`src/rtl/segx_pkg.sv`:
```
package segx_pkg;

  localparam int unsigned VA_W     = 32;
  localparam int unsigned SEG_BITS = 3;

  typedef enum logic [2:0] {
    SEG_USER = 3'd0,
    SEG_K0   = 3'd1,
    SEG_K1   = 3'd2,
    SEG_K2   = 3'd3,
    SEG_K3   = 3'd4
  } seg_e;

  typedef struct packed {
    logic [VA_W-1:0] paddr;
    logic            cacheable;
    logic            fault;
  } xlate_t;

  // Classify a virtual address by its top three bits.
  function automatic seg_e seg_classify(input logic [VA_W-1:0] va);
    logic [SEG_BITS-1:0] top;
    top = va[VA_W-1 -: SEG_BITS];
    if (!top[2]) return SEG_USER;
    case (top[1:0])
      2'b00:   return SEG_K0;
      2'b01:   return SEG_K1;
      2'b10:   return SEG_K2;
      default: return SEG_K3;
    endcase
  endfunction

  // Kernel alias segments: drop the segment-select bits.
  function automatic logic [VA_W-1:0] kseg_strip(input logic [VA_W-1:0] va);
    return {{SEG_BITS{1'b0}}, va[VA_W-SEG_BITS-1:0]};
  endfunction

  // User segment: relocate by a fixed offset, wrapping modulo 2^VA_W.
  function automatic logic [VA_W-1:0] user_map(input logic [VA_W-1:0] va,
                                               input logic [VA_W-1:0] off);
    return va + off;
  endfunction

endpackage

```
`src/rtl/segx_decode.sv`:
```
module segx_decode
  import segx_pkg::*;
#(
  parameter logic [VA_W-1:0] USER_OFFSET = 32'h4000_0000
) (
  input  logic [VA_W-1:0] vaddr,
  input  logic            user_mode,
  output xlate_t          result
);

  seg_e seg;
  logic priv_trap;

  always_comb begin
    seg       = seg_classify(vaddr);
    priv_trap = user_mode && (seg != SEG_USER);
    result    = '0;
    unique case (seg)
      SEG_USER: begin
        result.paddr     = user_map(vaddr, USER_OFFSET);
        result.cacheable = 1'b1;
      end
      SEG_K0: begin
        result.paddr     = kseg_strip(vaddr);
        result.cacheable = 1'b1;
      end
      SEG_K1: begin
        result.paddr     = kseg_strip(vaddr);
        result.cacheable = 1'b0;
      end
      default: begin
        result.paddr     = vaddr;
        result.cacheable = 1'b1;
      end
    endcase
    if (priv_trap) begin
      result       = '0;
      result.fault = 1'b1;
    end
  end

endmodule

```
`src/rtl/segx_hold_stage.sv`:
```
module segx_hold_stage #(
  parameter int unsigned W = 8
) (
  input  logic         clk,
  input  logic         rst_n,
  input  logic         in_valid,
  output logic         in_ready,
  input  logic [W-1:0] in_data,
  output logic         out_valid,
  input  logic         out_ready,
  output logic [W-1:0] out_data
);

  logic in_fire;
  logic out_fire;

  assign in_ready = !out_valid || out_ready;
  assign in_fire  = in_valid && in_ready;
  assign out_fire = out_valid && out_ready;

  always_ff @(posedge clk) begin
    if (!rst_n) begin
      out_valid <= 1'b0;
      out_data  <= '0;
    end else begin
      if (in_fire) begin
        out_valid <= 1'b1;
        out_data  <= in_data;
      end else if (out_fire) begin
        out_valid <= 1'b0;
      end
    end
  end


  hold_stable_chk: assert property (@(posedge clk) disable iff (!rst_n)
    out_valid && !out_ready |=> out_valid && $stable(out_data));


  accept_next_chk: assert property (@(posedge clk) disable iff (!rst_n)
    in_fire |=> out_valid);

endmodule

```
`src/rtl/segx_translator.sv`:
```
module segx_translator
  import segx_pkg::*;
#(
  parameter logic [VA_W-1:0] USER_OFFSET = 32'h4000_0000
) (
  input  logic            clk,
  input  logic            rst_n,
  input  logic            req_valid,
  output logic            req_ready,
  input  logic [VA_W-1:0] req_vaddr,
  input  logic            req_user,
  output logic            rsp_valid,
  input  logic            rsp_ready,
  output logic [VA_W-1:0] rsp_paddr,
  output logic            rsp_cacheable,
  output logic            rsp_fault,
  output logic [VA_W-1:0] fault_vaddr
);

  localparam int unsigned RES_W = $bits(xlate_t);

  xlate_t dec_res;
  xlate_t out_res;
  logic   req_fire;

  segx_decode #(.USER_OFFSET(USER_OFFSET)) u_decode (
    .vaddr     (req_vaddr),
    .user_mode (req_user),
    .result    (dec_res)
  );

  segx_hold_stage #(.W(RES_W)) u_hold (
    .clk       (clk),
    .rst_n     (rst_n),
    .in_valid  (req_valid),
    .in_ready  (req_ready),
    .in_data   (dec_res),
    .out_valid (rsp_valid),
    .out_ready (rsp_ready),
    .out_data  (out_res)
  );

  assign req_fire      = req_valid && req_ready;
  assign rsp_paddr     = out_res.paddr;
  assign rsp_cacheable = out_res.cacheable;
  assign rsp_fault     = out_res.fault;

  always_ff @(posedge clk) begin
    if (!rst_n) begin
      fault_vaddr <= '0;
    end else if (req_fire) begin
      fault_vaddr <= dec_res.fault ? req_vaddr : '0;
    end
  end


  user_trap_chk: assert property (@(posedge clk) disable iff (!rst_n)
    req_fire && req_user && req_vaddr[VA_W-1]
      |=> rsp_fault && (rsp_paddr == '0) && !rsp_cacheable);


  kernel_nofault_chk: assert property (@(posedge clk) disable iff (!rst_n)
    req_fire && (!req_user || !req_vaddr[VA_W-1]) |=> !rsp_fault);


  k1_uncached_chk: assert property (@(posedge clk) disable iff (!rst_n)
    req_fire && !req_user && (req_vaddr[VA_W-1 -: SEG_BITS] == 3'b101)
      |=> !rsp_cacheable);


  alias_low_bits_chk: assert property (@(posedge clk) disable iff (!rst_n)
    req_fire && !req_user && (req_vaddr[VA_W-1 -: 2] == 2'b10)
      |=> (rsp_paddr[VA_W-1 -: SEG_BITS] == '0)
          && (rsp_paddr[VA_W-SEG_BITS-1:0] == $past(req_vaddr[VA_W-SEG_BITS-1:0])));


  fault_hold_chk: assert property (@(posedge clk) disable iff (!rst_n)
    !req_fire |=> $stable(fault_vaddr));

endmodule

```
`config.mk`:
```
export PLATFORM = sky130hd
export DESIGN_NAME = segx_translator
export DESIGN_NICKNAME = d
export VERILOG_FILES = /design/src/rtl/segx_pkg.sv /design/src/rtl/segx_decode.sv /design/src/rtl/segx_hold_stage.sv /design/src/rtl/segx_translator.sv
export SDC_FILE = /design/constraint.sdc
export NUM_CORES = 1
export LEC_CHECK = 0
export BUFFER_PORTS_ARGS = -buffer_cell sky130_fd_sc_hd__buf_2
export CORE_ASPECT_RATIO = 0.9
export CORE_MARGIN = 2
export CORE_UTILIZATION = 40
export DETAILED_ROUTE_END_ITERATION = 8
export HOLD_SLACK_MARGIN = 0.02
export PLACE_DENSITY = 0.69
export SLEW_MARGIN = 20
export SYNTH_ARGS = -nofsm -noshare
export SYNTH_HDL_FRONTEND = slang
export SYNTH_SLANG_ARGS = --single-unit
```
`constraint.sdc`:
```
create_clock -name clk -period 1.9 [get_ports clk]
set_clock_uncertainty 0.15 [all_clocks]
set_input_delay 0.19 -clock clk [delete_from_list [all_inputs] [get_ports clk]]
set_output_delay 0.19 -clock clk [all_outputs]
set_load 0.005 [all_outputs]
```
* Word level (Yosys, flattened, before mapping) *
Cells that the tools add are included.
W data, S select, Z words.

storage, ports and cells
  register bits = 67
  bits of input ports = 37
  output and inout port bits = 68

cells by class
  add/sub/neg operators = 1
  eq/ne operators = 4
  muxes and demuxes = 7
  reductions and logical operators = 9

operator list
  kind                      count
  $pmux W33 S3              1
  $mux W34                  1
  $add A32 B31 Y32 const B  1
  $mux W32                  1
  $pmux W3 S3               1
  $eq A3 B1 Y1 const B      1
  $eq A3 B2 Y1 const B      1
  $logic_and A1 B1 Y1       3
  $logic_not A3 Y1          1
  $mux W3                   1
  $reduce_bool A3 Y1        1
  $eq A2 B1 Y1 const B      1
  $eq A2 B2 Y1 const B      1
  $logic_not A2 Y1          1
  $mux W1                   2
  $reduce_bool A2 Y1        1
  $logic_not A1 Y1          1
  $logic_or A1 B1 Y1        1

* Longest topological paths before layout *
Gate-level depths: netlist of run 1.

  depth after elaboration = 7
  gate-level depth with buffers = 6

* Hierarchy *
A second synthesis of run 1 with hierarchy kept.

unflattened totals
  cells, all modules = 351
  area, all modules = 3369.5 um^2

modules (own cells, without submodules)
  module           instances  cells an instance  area each (um^2)  seq. area each (um^2)
  segx_translator  1          148                1562.7            640.6
  segx_hold_stage  1          153                1436.4            700.7
  segx_decode      1          50                 370.4             0.0

* Least setup slack after synthesis of run 1 *
No wires, ideal clock.

  kind = register to register
  start point = reg u_hold.out_valid
  end point = reg u_hold.out_data[10]
  library setup time = 0.059 ns
  arrival = 1.260 ns
  required time = 1.691 ns
  setup slack = 0.431 ns
  stages on the path, launching flop included = 6
  path buffers = 2
  clock period less this slack = 1.469 ns
  cells stage by stage = dfxtp_1 -> nor2b_1 -> buf_6 -> nor4b_4 -> buf_6 -> a22o_1

between the ends
  word-level cells in the longest chain between the ends = 3

RTL lines
  what                      RTL line               RTL
  start: declaration        segx_hold_stage.sv:9   output logic out_valid,
  start signal: assignment  segx_hold_stage.sv:23  out_valid <= 1'b0;
  start signal: assignment  segx_hold_stage.sv:27  out_valid <= 1'b1;
  start signal: assignment  segx_hold_stage.sv:30  out_valid <= 1'b0;
  $logic_not A1 Y1          segx_hold_stage.sv:17  assign in_ready = !out_valid || out_ready;
  $logic_or A1 B1 Y1        segx_hold_stage.sv:17
  $logic_and A1 B1 Y1       segx_hold_stage.sv:18  assign in_fire = in_valid && in_ready;
  end signal: assignment    segx_hold_stage.sv:28  out_data <= in_data;
  end: declaration          segx_hold_stage.sv:11  output logic [W-1:0] out_data

Every way passes these cells.
A chain may end at the register's enable or synchronous reset.

* Worst setup path in the final report of run 1 *
  start point = reg u_hold.out_valid
  end point = out req_ready

between the ends
  word-level cells in the longest chain between the ends = 2

RTL lines
  what                RTL line               RTL
  $logic_not A1 Y1    segx_hold_stage.sv:17
  $logic_or A1 B1 Y1  segx_hold_stage.sv:17
  end: declaration    segx_translator.sv:9   output logic req_ready,

Every way passes these cells.

==> flow_summary.toml, run 1 <==
[placement]
gp_congestion = 0.725
portBuffers = 104
dp_slack_ns = 0.253
hpwl_um = 4630
place_area_mm2 = 0.00310
dp_cells = 416

[synthesis]
ys_top_cells_by_area = "dfxtp_1 52%, a22o_1 11%, a21boi_0 9.2%"
seq_area_frac_synth_pct = 52.4
netlist_instances = 240
synth.largest_area_cell = "dfxtp_1"
synth_cell_types = 23
yosysWarnings = 0
synth.top_cell.area_share_pct = 52.4
synth-seq-cells = 66
syn_area_per_cell_um2 = 10.5
synthesis.nets = 281
netlist_area_mm2 = 0.00252

[detailed_routing]
first_pass_iters = 4
num_vias = 2414
vias_per_cell = 5.21
drt.antenna.violating_nets = 0
wl_um = 7230
drc = 0
drt_iter0_markers = 132
wl_per_cell_um = 15.6

[layout]
fillers = 531
area_growth_pct = 42.6
layout-drive-gt1-share_pct = 36.7
fin_cells = 463
utilization_pct = 58.9
antenna_cells = 0
final_area_mm2 = 0.00360
nets = 412

[worst_setup_path]
cp_top_family = "buffers and inverters"
r2r_slack_ns = 0.32
crit_buf_inv = 3
reg2reg_from = "u_hold.out_valid"
worstPathRequired_ns = 1.56
cpPeakStageDelay_ns = 0.34
cp-start-kind = "flip-flop"
reg2reg_depth = 5
crit_chain = "nor2b_4 -> inv_2 -> buf_4 -> buf_2"
crit_arrival_ns = 1.41
critPathKind = "reg2out"
r2r-end = "u_hold.out_data[14]"
cp-end-kind = "output port"
cpMaxStageDelayCell = "buf_4"
critPathMaxFanout = 34

[timing]
setup_violations = 0
rsz0062_at_grt = "no"
tns_ns = 0
max_slew.worst_pin.slew_ns = 0.367
fmax_mhz = 570
final.min_clock_period_ns = 1.75
hold_slack_ns = 0.0824
slew_viol_final = 0
fin_ws_ns = 0.145
finalCritPeriodShare_pct = 92.4
slew_headroom_pct = 75.6
hold_viol_final = 0

[global_route]
grt_usage_pct = 21.0
grt-ovfl-total = 0
grt_pass1_wl_um = 11400
grt_pass1_vias = 2296
antenna_found_initial = 0
grt_start_max_net_pins = 35

[worst_hold_path]
hp-start = "rst_n"
holdPathEnd = "fault_vaddr[9]"
hold_class = "in2reg"
hold_path_depth = 2

[floorplan]
die_y_um = 79.4
chipWidth_um = 87.7
start_util_pct = 41.3
die_area_mm2 = 0.00696
ios = 105
rows = 27
core_mm2 = 0.00611

[power_and_ir_drop]
leakagePower_nw = 1.63
p_per_area_mw_per_mm2 = 811
p_total_mw = 2.92
vdd_drop_max_mv = 0.325

[cts]
h-tree-depth = 3
clk_latency_ns = 0.33
clk_pin_slew_ns = 0.07
post-cts-setup-buffers = 0
cts.sink_count = 66
cts_tree = "done"
clock-root-buffer = "clkbuf_8"
cts_buffers = 9
clockBufferDepth = 2

[outcome]
status = "finished clean"

[flow_run]
maxCapViolCount = 0
-- placed cells by master, fill, tap and decap left out --
cell | netlist | layout
a21boi_0 | 31 | 31
a21boi_1 | 2 | 2
a21boi_4 | 0 | 1
a22o_1 | 32 | 32
a32o_1 | 1 | 1
and2_4 | 1 | 1
buf_2 | 8 | 104
buf_4 | 2 | 13
clkbuf_1 | 11 | 2
clkbuf_8 | 0 | 12
clkinv_2 | 0 | 2
dfxtp_1 | 66 | 66
dlygate4sd3_1 | 0 | 31
ha_1 | 4 | 4
inv_1 | 3 | 3
inv_2 | 2 | 2
mux2_2 | 1 | 1
nand3_1 | 1 | 1
nand4_1 | 31 | 31
nor2b_4 | 0 | 1
nor4b_4 | 1 | 1
o21ai_0 | 32 | 32
o21bai_1 | 1 | 1
or2b_1 | 1 | 1
-- sequential cells by signal (all words and copies together) (netlist names) --
| name | count |
|---|---|
| u_hold.out_data | 34 |
| fault_vaddr | 31 |
| u_hold.out_valid | 1 |
-- report_power, final --
part	internal [mW]	switching [mW]	total (mW)
registers	1.44	0.0301	1.47
logic	0.188	0.178	0.366
clock network	0.578	0.502	1.08
-- area by class of cell --
class	count	area (µm²)	share of cell area, %
clock inverters	2	10.0	0.278
inverters	5	18.8	0.522
repair buffers	148	928	25.8
well taps	87	109	3.03
clock buffers	14	173	4.80
multi-input cells	141	1040	28.9
flip-flops and latches	66	1320	36.7
-- cells by family (layout without fill, tap and decap cells) --
family	count (synthesis)	after routing	share of synthesized area, %
flip-flops	66	66	52.4
buffers and inverters	33	169	7.09
AO/OA/AOI/OAI	100	100	28.4
multiplexers	1	1	0.446
adder cells (fa/ha/maj)	4	4	1.98
AND/OR/NAND/NOR	36	36	9.72
-- worst max path at each step --
stage	startpoint	to	cells past startpoint
3_3_place_gp	u_hold.out_valid	u_hold.out_data[15]	5
4_1_cts	u_hold.out_valid	req_ready	4
5_1_grt	u_hold.out_valid	req_ready	4
2_1_floorplan	u_hold.out_valid	u_hold.out_data[10]	5
3_5_place_dp	u_hold.out_valid	u_hold.out_data[23]	5
6_report	u_hold.out_valid	req_ready	4
-- synth_stat cells --
cell and instances:
buf_1 2, clkbuf_1 11, a21boi_0 31, nand3_1 1, and2_4 1, a21boi_1 2, inv_1 3, buf_4 2
inv_2 2, o21bai_1 1, or2b_1 1, buf_6 5, buf_2 8, nand4_1 31, a21boi_2 1, mux2_2 1
ha_1 4, o21ai_0 32, a22o_1 32, a32o_1 1, nor4b_4 1, nor2b_1 1, dfxtp_1 66
-- routing by layer --
metal / track usage (%) / vias to the layer above / routed length, µm
li1: - / 1161 / -
met1: 28.0 / 1146 / 3360
met2: 32.3 / 100 / 3360
met3: 5.30 / 7 / 462
met4: 8.46 / 0 / 55
met5: 0 / - / 0
-- repair_timing --
item / 4_1_cts / 5_1_grt
hold buffers: 31 / 0
resized for setup: 0 / 1
endpoints found under the hold margin: 61 / 0
endpoints found under the setup margin: 0 / 1
(Power assumes the default switching activity.)
==> inputs of run 2 (changes only) <==
--- a/config.mk
+++ b/config.mk
@@ -9,6 +9,7 @@
 export CORE_ASPECT_RATIO = 0.9
 export CORE_MARGIN = 2
 export CORE_UTILIZATION = 40
+export CTS_BUF_LIST = sky130_fd_sc_hd__clkbuf_2 sky130_fd_sc_hd__clkbuf_4 sky130_fd_sc_hd__clkbuf_8
 export DETAILED_ROUTE_END_ITERATION = 8
 export HOLD_SLACK_MARGIN = 0.02
 export PLACE_DENSITY = 0.69
==> run 2 against run 1 <==
Effect of this change:
- fmax is essentially flat
- worst setup slack better by 0.0017 ns
- power is 1.2% higher
- largest cell class unchanged
- global-route usage about the same
- highest routed layer unchanged
- register-to-register slack about the same
==> flow_summary.toml, run 2 (synthesis results as in run 1) <==
[outcome]
status = "finished clean"

[timing]
rsz0062_at_grt = "no"
slew_viol_final = 0
tns_ns = 0
hold_viol_final = 0
fmax_mhz = 570
setup_violations = 0
max_slew.worst_pin.slew_ns = 0.366
slew_headroom_pct = 75.6
finalCritPeriodShare_pct = 92.3
hold_slack_ns = 0.0751
fin_ws_ns = 0.147
final.min_clock_period_ns = 1.75

[global_route]
grt_pass1_wl_um = 11400
antenna_found_initial = 0
grt_usage_pct = 21.0
grt-ovfl-total = 0
grt_start_max_net_pins = 35
grt_pass1_vias = 2300

[detailed_routing]
drt_iter0_markers = 103
wl_per_cell_um = 15.6
wl_um = 7220
vias_per_cell = 5.18
num_vias = 2397
drt.antenna.violating_nets = 0
drc = 0
first_pass_iters = 4

[power_and_ir_drop]
p_sw_share_pct = 24.3
leakagePower_nw = 1.64
p_total_mw = 2.95
vdd_drop_max_mv = 0.329
p_seq_share_pct = 49.8
p_per_area_mw_per_mm2 = 819
clockPowerShare_pct = 37.7
p_comb_share_pct = 12.4
switchingPower_uw = 716
p_int_mw = 2.24

[layout]
fillers = 535
antenna_cells = 0
mostFrequentLayoutCells = "104 x buf_2, 66 x dfxtp_1, 32 x o21ai_0, 32 x a22o_1"
final_area_mm2 = 0.00361
area_growth_pct = 42.9
final_common_cell = "buf_2"
largest_register_ffs = 34
nets = 412
layout-drive-gt1-share_pct = 37.2
top_regs = "u_hold.out_data (34), fault_vaddr (31), u_hold.out_valid (1)"
top_register = "u_hold.out_data"

[cts]
clk_pin_slew_ns = 0.07
cts_buffers = 9
clock-root-buffer = "clkbuf_8"
h-tree-depth = 3
post-cts-setup-buffers = 0
clockBufferDepth = 2
cts.sink_count = 66
clk_latency_ns = 0.34
cts_tree = "done"

[worst_setup_path]
cp-endpoint = "req_ready"
cpMaxStageDelayCell = "buf_4"
cp-start-kind = "flip-flop"
critPathMaxFanout = 34
critPathKind = "reg2out"
r2r-end = "u_hold.out_data[14]"
cp-end-kind = "output port"
crit_start = "u_hold.out_valid"
crit_chain = "nor2b_4 -> inv_2 -> buf_4 -> buf_2"
reg2reg_from = "u_hold.out_valid"
worstPathRequired_ns = 1.56
reg2reg_depth = 5
cpPeakStageDelay_ns = 0.34
crit_arrival_ns = 1.41
r2r_slack_ns = 0.32

[floorplan]
die_area_mm2 = 0.00696
ios = 105
core_mm2 = 0.00611
start_util_pct = 41.3
chipWidth_um = 87.7
die_y_um = 79.4
rows = 27

[placement]
gp_congestion = 0.725
portBuffers = 104
place_area_mm2 = 0.00310
hpwl_um = 4630
dp_slack_ns = 0.253

[worst_hold_path]
hp-start = "rst_n"
hold_class = "in2reg"

[flow_run]
maxCapViolCount = 0
[run 2: worst min-delay path by stage]
| stage | cells past startpoint | slack [ns] | endpoint |
|---|---|---|---|
| 2_1_floorplan | 1 | 0.17 | u_hold.out_data[10] |
| 3_3_place_gp | 2 | 0.28 | u_hold.out_data[23] |
| 3_5_place_dp | 2 | 0.28 | u_hold.out_data[16] |
| 6_report | 2 | 0.08 | fault_vaddr[9] |
| 4_1_cts | 2 | 0.07 | fault_vaddr[13] |
| 5_1_grt | 2 | 0.09 | fault_vaddr[19] |
[run 2: stage by stage]
stage               std cells  utilization [%]
finish                    463             59.0
global route              463             59.0
CTS                       463             58.9
detailed placement        416             50.7
global placement          416             50.7
floorplan                 240                -
[run 2: power groups by stage]
stage | Combinational, mW | Sequential (mW) | Clock (mW)
after floorplan | 0.160 | 1.50 | 0
after global placement | 0.309 | 1.50 | 0
after detailed placement | 0.316 | 1.50 | 0
after CTS | 0.365 | 1.47 | 1.13
after global routing | 0.400 | 1.48 | 1.21
final | 0.366 | 1.47 | 1.11
[run 2: per-layer routing]
metal | track usage [%] | vias to the layer above | part of all wire (%)
li1 | - | 1161 | -
met1 | 28.0 | 1129 | 46
met3 | 5.30 | 10 | 7.8
met4 | 8.46 | 0 | 0.84
met2 | 32.4 | 97 | 46
met5 | 0 | - | 0
[run 2: repair_timing]
action / in CTS / in global routing
gates resized for setup: 0 / 1
hold buffers: 31 / 0
endpoints found under the setup margin: 0 / 1
hold endpoints to repair: 61 / 0
[run 2: area by class of cell]
class / count / area [µm²] / area share [%]
clock buffer: 14 / 180 / 5.00
clock inverter: 2 / 10.0 / 0.278
sequential: 66 / 1320 / 36.6
inverter: 5 / 18.8 / 0.520
multi-input combinational: 141 / 1040 / 28.8
timing repair buffer: 148 / 928 / 25.7
tap: 87 / 109 / 3.02
[run 2: critical path, delay by kind of cell (launching register included)]
kind	cells	cell delay (ns)
buffers and inverters	3	0.61
flip-flops	1	0.31
AND/OR/NAND/NOR	1	0.15
==> inputs of run 3 (changes only) <==
--- a/config.mk
+++ b/config.mk
@@ -13,6 +13,7 @@
 export DETAILED_ROUTE_END_ITERATION = 8
 export HOLD_SLACK_MARGIN = 0.02
 export PLACE_DENSITY = 0.69
+export REMOVE_ABC_BUFFERS = 1
 export SLEW_MARGIN = 20
 export SYNTH_ARGS = -nofsm -noshare
 export SYNTH_HDL_FRONTEND = slang
==> run 3 against run 2 <==
Effect of this change:
- via count grew 0.75%
- die area is the same
- sequential share of layout area grew 0.24 points
- non-clock buffer count shrank 3
- cell count shrank 1.1%
- worst setup slack gained 0.014 ns
==> flow_summary.toml, run 3 (synthesis results as in run 1) <==
[outcome]
status = "finished clean"

[layout]
area_growth_pct = 41.9
fillers = 538
top_register = "u_hold.out_data"
final_area_mm2 = 0.00358
nets = 409
mostFrequentLayoutCells = "104 x buf_2, 66 x dfxtp_1, 32 x o21ai_0, 32 x a22o_1"
final_common_cell = "buf_2"
antenna_cells = 0
layout-drive-gt1-share_pct = 36.4
top_regs = "u_hold.out_data (34), fault_vaddr (31), u_hold.out_valid (1)"
largest_register_ffs = 34
fin_cells = 458

[cts]
h-tree-depth = 3
cts_buffers = 9
clockBufferDepth = 2
clock-root-buffer = "clkbuf_8"
clk_pin_slew_ns = 0.07
clk_latency_ns = 0.33
cts.sink_count = 66
cts_tree = "done"

[placement]
hpwl_um = 4410
portBuffers = 104
place_area_mm2 = 0.00309
gp_congestion = 0.725
dp_cells = 413

[power_and_ir_drop]
p_int_mw = 2.23
leakagePower_nw = 1.62
p_sw_share_pct = 23.9
vdd_drop_max_mv = 0.433
p_comb_share_pct = 12.4
p_per_area_mw_per_mm2 = 817
switchingPower_uw = 700
clockPowerShare_pct = 37.4
p_total_mw = 2.93
p_seq_share_pct = 50.3

[timing]
hold_slack_ns = 0.107
setup_violations = 0
finalCritPeriodShare_pct = 91.5
final.min_clock_period_ns = 1.74
slew_headroom_pct = 74.8
tns_ns = 0
max_slew.worst_pin.slew_ns = 0.378
fmax_mhz = 575
rsz0062_at_grt = "no"
slew_viol_final = 0
hold_viol_final = 0

[worst_setup_path]
critPathKind = "reg2out"
worstPathRequired_ns = 1.56
crit_chain = "nor2b_4 -> inv_2 -> buf_4 -> buf_2"
cpMaxStageDelayCell = "buf_4"
cpPeakStageDelay_ns = 0.34
crit_buf_inv = 3
cp_top_family = "buffers and inverters"
cp-end-kind = "output port"
critPathMaxFanout = 34
cp-start-kind = "flip-flop"
crit_arrival_ns = 1.40

[global_route]
grt_pass1_wl_um = 11000
grt_start_max_net_pins = 35
grt_pass1_vias = 2308
grt-ovfl-total = 0
antenna_found_initial = 0
grt_usage_pct = 20.3

[floorplan]
die_area_mm2 = 0.00696
die_y_um = 79.4
start_util_pct = 41.3
chipWidth_um = 87.7
rows = 27
core_mm2 = 0.00611
ios = 105

[detailed_routing]
num_vias = 2415
drt_iter0_markers = 127
wl_per_cell_um = 15.1
wl_um = 6920
first_pass_iters = 4
drt.antenna.violating_nets = 0
drc = 0
vias_per_cell = 5.27

[flow_run]
maxCapViolCount = 0

[worst_hold_path]
hold_class = "in2reg"
-- run 3: what timing repair did --
item	4_1_cts	5_1_grt
hold buffers	31	0
resized for setup	0	1
endpoints found under the hold margin	61	0
setup endpoints to repair	0	1
buffers inserted	0	0
-- run 3: worst paths after layout --
check	from	to	slack [ns]	depth (start not counted)
hold reg to reg	u_hold.out_data[31]	u_hold.out_data[31]	0.32	1
hold / removal	rst_n	fault_vaddr[27]	0.11	2
setup reg to reg	u_hold.out_valid	u_hold.out_data[4]	0.36	5
setup / recovery	u_hold.out_valid	req_ready	0.16	4
-- run 3: metal layers --
layer / vias to the layer above / track usage, % / wire length (µm)
li1: 1157 / - / -
met1: 1146 / 25.4 / 3140
met2: 105 / 33.9 / 3230
met3: 7 / 6.44 / 490
met4: 0 / 5.08 / 57
met5: - / 0 / 0
-- run 3: layout make-up --
class | instances | area [µm²] | area share (%)
repair buffers | 145 | 918 | 25.6
multi-input cells | 141 | 1040 | 29.0
flip-flops and latches | 66 | 1320 | 36.9
well taps | 87 | 109 | 3.04
inverters | 5 | 18.8 | 0.524
clock buffers | 10 | 131 | 3.67
clock inverters | 4 | 45.0 | 1.26
-- run 3: through the flow --
stage / utilization [%] / worst slack [ns]
2_1_floorplan: - / -1.21
3_3_place_gp: 50.5 / 0.304
3_5_place_dp: 50.5 / 0.273
4_1_cts: 58.5 / 0.0630
5_1_grt: 58.6 / 0.0628
6_report: 58.6 / 0.161
-- run 3: worst register-to-register path: stages (launching register included) --
cell and delay, ns:
dfxtp_1 0.33, nor2b_4 0.22, inv_2 0.08, a21boi_4 0.34, buf_12 0.22, a22o_1 0.15
-- run 3: power groups by stage --
| stage | clock, mW | combinational [mW] | sequential [mW] |
|---|---|---|---|
| finish | 1.09 | 0.362 | 1.47 |
| global route | 1.18 | 0.397 | 1.48 |
| CTS | 1.11 | 0.362 | 1.47 |
| detailed placement | 0 | 0.313 | 1.50 |
| global placement | 0 | 0.307 | 1.50 |
| floorplan | 0 | 0.119 | 1.50 |
